**config.mk**
```make
export PLATFORM = sky130hd
export DESIGN_NAME = serial_adc_seq
export DESIGN_NICKNAME = d
export VERILOG_FILES = /design/src/rtl/adc_seq_pkg.sv /design/src/rtl/adc_seq_ctrl.sv /design/src/rtl/adc_seq_dp.sv /design/src/rtl/serial_adc_seq.sv
export SDC_FILE = /design/constraint.sdc
export NUM_CORES = 1
export LEC_CHECK = 0
export ABC_CLOCK_PERIOD_IN_PS = 1800
export BUFFER_PORTS_ARGS = -buffer_cell sky130_fd_sc_hd__buf_2
export CAP_MARGIN = 20
export CORE_ASPECT_RATIO = 0.9
export CORE_UTILIZATION = 50
export CTS_BUF_LIST = sky130_fd_sc_hd__clkbuf_16
export CTS_CLUSTER_SIZE = 20
export DETAILED_ROUTE_END_ITERATION = 6
export PLACE_DENSITY = 0.74
export SYNTH_ARGS = -nofsm -noshare
export SYNTH_HDL_FRONTEND = slang
export SYNTH_SLANG_ARGS = --single-unit
```
**constraint.sdc**
```tcl
create_clock -name clk -period 1.8 [get_ports clk]
set_input_delay 0.45 -clock clk [delete_from_list [all_inputs] [get_ports clk]]
set_output_delay 0.45 -clock clk [all_outputs]
set_load 0.005 [all_outputs]
```
**src/rtl/adc_seq_pkg.sv**
```systemverilog
package adc_seq_pkg;

  // Strobes from the sequencer control to the datapath
  typedef struct packed {
    logic shiftEn;   // take one serial bit (rising serial clock edge)
    logic latchEn;   // move the assembled word into the result register
    logic chanLoad;  // force the channel counter to the first channel
    logic chanStep;  // advance the channel counter one position
  } dpCtl_t;

  typedef enum logic [2:0] {
    ST_IDLE,
    ST_WAKE,
    ST_SHIFT,
    ST_DONE,
    ST_GAP
  } seqState_t;

endpackage

```
**src/rtl/adc_seq_ctrl.sv**
```systemverilog
module adc_seq_ctrl
  import adc_seq_pkg::*;
#(
  parameter int DATA_W      = 16,
  parameter int SCLK_DIV    = 4,
  parameter int WAKE_CYCLES = 224,
  parameter int GAP_SCLKS   = 2
) (
  input  logic   clk,
  input  logic   rst,
  input  logic   hostEnable,
  output logic   csN,
  output logic   sclk,
  output dpCtl_t ctl
);

  localparam int GAP_CYCLES = GAP_SCLKS * 2 * SCLK_DIV;
  localparam int WAIT_MAX   = (WAKE_CYCLES > GAP_CYCLES) ? WAKE_CYCLES : GAP_CYCLES;
  localparam int WAIT_W     = $clog2(WAIT_MAX + 1);
  localparam int DIV_W      = (SCLK_DIV > 1) ? $clog2(SCLK_DIV) : 1;
  localparam int BIT_W      = $clog2(DATA_W + 1);

  seqState_t         state;
  logic [WAIT_W-1:0] waitCnt;
  logic [DIV_W-1:0]  divCnt;
  logic [BIT_W-1:0]  bitCnt;
  logic              sclkR;
  logic              divTick;

  assign divTick = (divCnt == DIV_W'(SCLK_DIV - 1));

  always_ff @(posedge clk) begin
    if (rst || !hostEnable) begin
      state   <= ST_IDLE;
      waitCnt <= '0;
      divCnt  <= '0;
      bitCnt  <= '0;
      sclkR   <= 1'b0;
    end else begin
      case (state)
        ST_IDLE: begin
          state   <= ST_WAKE;
          waitCnt <= '0;
        end
        ST_WAKE: begin
          if (waitCnt == WAIT_W'(WAKE_CYCLES - 1)) begin
            state   <= ST_SHIFT;
            waitCnt <= '0;
            divCnt  <= '0;
            bitCnt  <= '0;
          end else begin
            waitCnt <= waitCnt + WAIT_W'(1);
          end
        end
        ST_SHIFT: begin
          if (divTick) begin
            divCnt <= '0;
            if (!sclkR) begin
              sclkR  <= 1'b1;
              bitCnt <= bitCnt + BIT_W'(1);
            end else begin
              sclkR <= 1'b0;
              if (bitCnt == BIT_W'(DATA_W)) state <= ST_DONE;
            end
          end else begin
            divCnt <= divCnt + DIV_W'(1);
          end
        end
        ST_DONE: begin
          state   <= ST_GAP;
          waitCnt <= '0;
        end
        ST_GAP: begin
          if (waitCnt == WAIT_W'(GAP_CYCLES - 1)) begin
            state   <= ST_WAKE;
            waitCnt <= '0;
          end else begin
            waitCnt <= waitCnt + WAIT_W'(1);
          end
        end
        default: state <= ST_IDLE;
      endcase
    end
  end

  assign csN  = !((state == ST_WAKE) || (state == ST_SHIFT));
  assign sclk = sclkR;

  always_comb begin
    ctl          = '0;
    ctl.shiftEn  = hostEnable && (state == ST_SHIFT) && divTick && !sclkR;
    ctl.latchEn  = hostEnable && (state == ST_DONE);
    ctl.chanLoad = !hostEnable || (state == ST_IDLE);
    ctl.chanStep = hostEnable && (state == ST_GAP) && (waitCnt == '0);
  end

endmodule

```
**src/rtl/adc_seq_dp.sv**
```systemverilog
module adc_seq_dp
  import adc_seq_pkg::*;
#(
  parameter int DATA_W = 16,
  parameter int CHAN_W = 3
) (
  input  logic              clk,
  input  logic              rst,
  input  dpCtl_t            ctl,
  input  logic              serialIn,
  input  logic [CHAN_W-1:0] cfgFirst,
  input  logic [CHAN_W-1:0] cfgLast,
  output logic [DATA_W-1:0] resultData,
  output logic              dataReady,
  output logic [CHAN_W-1:0] chanSel
);

  logic [DATA_W-1:0] shiftReg;
  logic [DATA_W-1:0] resultReg;
  logic              readyReg;
  logic [CHAN_W-1:0] chanReg;
  logic              singleChan;
  logic              atLast;

  assign singleChan = (cfgLast < cfgFirst);
  assign atLast     = (chanReg == cfgLast);

  // Serial-to-parallel, MSB arrives first
  always_ff @(posedge clk) begin
    if (rst)              shiftReg <= '0;
    else if (ctl.shiftEn) shiftReg <= {shiftReg[DATA_W-2:0], serialIn};
  end

  always_ff @(posedge clk) begin
    if (rst) begin
      resultReg <= '0;
      readyReg  <= 1'b0;
    end else begin
      readyReg <= ctl.latchEn;
      if (ctl.latchEn) resultReg <= shiftReg;
    end
  end

  always_ff @(posedge clk) begin
    if (rst || ctl.chanLoad)  chanReg <= cfgFirst;
    else if (ctl.chanStep) begin
      if (singleChan || atLast) chanReg <= cfgFirst;
      else                      chanReg <= chanReg + CHAN_W'(1);
    end
  end

  assign resultData = resultReg;
  assign dataReady  = readyReg;
  assign chanSel    = chanReg;

endmodule

```
**src/rtl/serial_adc_seq.sv**
```systemverilog
module serial_adc_seq
  import adc_seq_pkg::*;
#(
  parameter int DATA_W      = 16,
  parameter int CHAN_W      = 3,
  parameter int SCLK_DIV    = 4,
  parameter int WAKE_CYCLES = 224,
  parameter int GAP_SCLKS   = 2,
  localparam int CFG_W      = 2 * CHAN_W + 2
) (
  input  logic              clk,
  input  logic              rst,
  input  logic              hostEnable,
  input  logic [CFG_W-1:0]  cfgWord,
  input  logic              adcDout,
  output logic              adcCsN,
  output logic              adcSclk,
  output logic [CHAN_W-1:0] chanSel,
  output logic [DATA_W-1:0] resultData,
  output logic              dataReady
);

  dpCtl_t ctl;
  logic   unusedCfgBits;

  assign unusedCfgBits = ^cfgWord[CFG_W-1:2*CHAN_W];

  adc_seq_ctrl #(
    .DATA_W(DATA_W), .SCLK_DIV(SCLK_DIV),
    .WAKE_CYCLES(WAKE_CYCLES), .GAP_SCLKS(GAP_SCLKS)
  ) uCtrl (
    .clk(clk), .rst(rst), .hostEnable(hostEnable),
    .csN(adcCsN), .sclk(adcSclk), .ctl(ctl)
  );

  adc_seq_dp #(.DATA_W(DATA_W), .CHAN_W(CHAN_W)) uDp (
    .clk(clk), .rst(rst), .ctl(ctl), .serialIn(adcDout),
    .cfgFirst(cfgWord[CHAN_W-1:0]),
    .cfgLast(cfgWord[2*CHAN_W-1:CHAN_W]),
    .resultData(resultData), .dataReady(dataReady), .chanSel(chanSel)
  );

endmodule

```
==> results.md <==
Final layout:
- The finished cells cover 2910 µm².
- In the layout the commonest cells are sky130_fd_sc_hd__nand2_1, sky130_fd_sc_hd__dfxtp_1, sky130_fd_sc_hd__a21oi_1.
- The core occupancy in the finished layout is 63.5%.
- The layout overhead on the synthesized area is 18.3%.
- The number of antenna diodes in the final layout is 0.
- After the flow finishes, the layout carries non-filler instances totaling 396.
- Leaving out fill and tap cells, the most frequent cell in the layout is sky130_fd_sc_hd__nand2_1.
- Of the cells placed in the final design, the portion with a size suffix greater than 1 is 21.0%.
- The final layout contains 353 nets.

Critical path:
- STA classifies the critical path endpoint as an output port.
- The arrival time at the worst endpoint is 1.29 ns.
- The origin of the critical flop-to-flop path is uCtrl.waitCnt[7].
- The kind of critical path is reg2out.
- The critical path launch point type is a flop.
- In this run the worst path has a maximum fanout of 13.
- The slack of the worst reg-to-reg path is 0.07 ns.
- The number of cells traversed by the worst register-to-register path is 4.
- The origin of the worst setup path is uCtrl.state[2].
- The critical path ends at adcCsN.
- Data on the critical path is required at its endpoint by 1.35 ns.
- The endpoint identified for the worst register-to-register timing path is uDp.chanSel[2].

Synth:
- The count of warnings emitted by yosys is 0.
- The netlist uses 47 different library cells.
- Counting flops with an async set or reset pin after synthesis yields a share of 0%.
- Sequential cells were found to cover 46.1% of the synthesized design area.
- The number of enable flip-flop cells after synthesis is 3.
- The average cell area after synthesis is 8.33 µm².
- The number of nets handed over by synthesis was 315.
- In this run the cell area of the synthesized design comes to 2460 µm².
- The flop and latch count out of synthesis is 55.
- The primary flip-flop cell chosen by synthesis mapping is sky130_fd_sc_hd__dfxtp_1.
- In the synthesized netlist, the number of instances is 295.

Placement:
- At the end of routability-driven placement, the weighted congestion stood at 0.828.
- The half-perimeter wire length after detailed placement is 3.40 mm.
- The post-placement worst setup slack is 0.00885 ns.
- Input and output buffers added on the ports amount to 31.
- The total instance count after detailed placement is 388.
- Summing all placed instances gives a cell area of 2730 µm².

Clock tree:
- Clock tree synthesis inserted a total of 5 buffers.
- No sink is reached through more buffers than the 2 on the longest clock path.
- The number of hold buffers added after CTS was 0.
- CTS saw 55 sinks.
- TritonCTS built the clock tree.
- The number of buffers inserted to repair setup after CTS is 0.
- The deepest level of the CTS H-tree is 2.
- At the later pin of the worst-skew pair, clock insertion delay measures 0.29 ns.
- The CTS clock-pin slew for the worst setup and hold paths is 0.07 ns.
- CTS placed an instance of sky130_fd_sc_hd__clkbuf_16 at the clock tree root.

Floorplan:
- The effective utilization at floorplan is 53.7%.
- The die covers 5200 µm².
- The overall die width is 75.9 µm.
- The boundary pin count is 34.
- The die is 68.5 µm tall.
- The region available for standard cell placement spans 4580 µm².
- The floorplan has 23 rows.

Pwr:
- The worst-case IR drop observed on VDD is 0.511 mV.
- The power density over cell area is 805 nW/µm².
- The design draws 2.34 mW.
- The total leakage power is 1.12 nW.

Timing:
- The smallest clock period supported by the final layout is computed as 1.74 ns.
- The worst clock skew is 0.00666 ns.
- The number of endpoints with negative hold slack in the final report was 0.
- The number of setup violations in the final report is 0.
- The max-slew violation count is 0.
- Measured against its own limit, the worst slew margin works out to 76.5%.
- The share of the clock period used by the worst path is 96.8%.
- Setup slack closes at 0.0579 ns.
- The transition time at the pin with the least slew margin is 0.352 ns.
- The setup total negative slack is 0 ns.
- The maximum clock rate is 0.574 GHz.
- Hold timing on the final database bottoms out at a slack of 0.395 ns.

Global route:
- The total global-route track usage is 21.3%.
- The met2 layer usage reported by global route is 34.8%.
- Global routing used 27.9% of the available met1 tracks.
- The first-pass GRT wire length is 8.42 mm.
- The number of antenna violations at the first check in global routing came to 0.
- Entering global routing, the biggest net connects 34 pins.
- After global routing, the most crowded layer is met2.
- Global routing consumed, on the met3 layer, 4.07% of the routing resources.
- The via count of the first global-routing pass is 1908.
- After global routing the overflow that remains totals 0.

Drt:
- The detailed-route vias per instance is 5.39.
- In the routed design, unresolved DRC markers number 0.
- The post-detailed-route count of antenna-violating nets is 0.
- Dividing the detail-routed wire length by the instance count gives 12.5 µm.
- The count of vias placed by the detailed router is 2134.
- The detailed router finished its first iteration with 103 violations.
- The detailed-route wire length is 4.96 mm.
- The number of detailed-route iterations in the first pass is 4.

Outcome:
- The run finished with clean final reports.

Worst hold path:
- The hold path depth is 3.
- The min-delay analysis places its worst path in the category in2reg.

Flow run:
- The max capacitance violation total is 0.
-- flip-flops by register name (all words and copies together), names as in the netlist --
name            count
uDp.resultData     16
uDp.shiftReg       16
uCtrl.waitCnt       8
uCtrl.bitCnt        5
uCtrl.state         3
uDp.chanSel         3
uCtrl.divCnt        2
uCtrl.sclk          1
uDp.dataReady       1
-- worst min-delay path by stage --
| stage | from | to | slack (ns) |
|---|---|---|---|
| 5_1_grt | adcDout | uDp.shiftReg[0] | 0.39 |
| 3_3_place_gp | uDp.resultData[9] | uDp.resultData[9] | 0.44 |
| 6_report | adcDout | uDp.shiftReg[0] | 0.40 |
| 4_1_cts | adcDout | uDp.shiftReg[0] | 0.40 |
| 2_1_floorplan | uDp.shiftReg[15] | uDp.resultData[15] | 0.43 |
| 3_5_place_dp | uDp.resultData[4] | uDp.resultData[4] | 0.44 |
-- cell type report --
cell class / instances / area [µm²]
well taps: 62 / 77.6
flip-flops and latches: 55 / 1140
multi-input cells: 215 / 1240
repair buffers: 45 / 260
clock buffers: 5 / 125
clock inverters: 3 / 26.3
fillers: 413 / 1670
inverters: 11 / 41.3
-- worst max-delay path, cell delays in order, from the launching register on --
cell                      delay (ns)
sky130_fd_sc_hd__dfxtp_2        0.50
sky130_fd_sc_hd__nor3b_2        0.09
sky130_fd_sc_hd__buf_4          0.16
sky130_fd_sc_hd__nor2_1         0.12
sky130_fd_sc_hd__buf_2          0.13
-- cells in the mapped netlist (all sizes together), types with 2 or more instances --
| master | n | area [µm²] |
|---|---|---|
| dfxtp | 52 | 1040 |
| nand2b | 4 | 25.0 |
| nor3 | 5 | 30.0 |
| xnor2 | 8 | 70.1 |
| o21a | 3 | 30.0 |
| mux2i | 3 | 33.8 |
| clkbuf | 8 | 30.0 |
| buf | 6 | 35.0 |
| o21ai | 2 | 10.0 |
| xor2 | 5 | 43.8 |
| a311oi | 2 | 17.5 |
| ha | 8 | 100 |
| nand2 | 76 | 285 |
| and2 | 2 | 12.5 |
| nand3 | 12 | 60.1 |
| nor3b | 3 | 22.5 |
| inv | 11 | 41.3 |
| a21oi | 41 | 209 |
| nor2 | 21 | 86.3 |
| edfxtp | 3 | 90.1 |
-- routing by layer --
metal / wire length [µm] / up-vias / share of wire (%)
li1: - / 1069 / -
met1: 2300 / 1000 / 46
met2: 2390 / 56 / 48
met3: 190 / 9 / 3.8
met4: 81 / 0 / 1.6
met5: 0 / - / 0
-- power by group --
part / internal, mW / switching (mW)
sequential: 1.23 / 0.0121
clock: 0.532 / 0.462
combinational: 0.0441 / 0.0566
total: 1.81 / 0.531
-- cell families (layout without fill, tap and decap cells) --
kind of cell	Yosys count	after routing	share of synthesized area, %
adders and majority gates	8	8	4.08
buffers and inverters	25	64	4.33
AOI/OAI and AO/OA	55	55	13.7
xor gates and xnor gates	13	13	4.64
DFF	55	55	46.1
and+or+nand+nor	135	135	25.4
muxes	4	4	1.83
-- repair_timing --
| action | in CTS | in global routing |
|---|---|---|
| setup endpoints to repair | 1 | 10 |
| cloned | 0 | 0 |
| hold endpoints to repair | 0 | 0 |
| pin swaps | 0 | 1 |
| resized for setup | 3 | 5 |
Power figures use the tool's default switching activity.
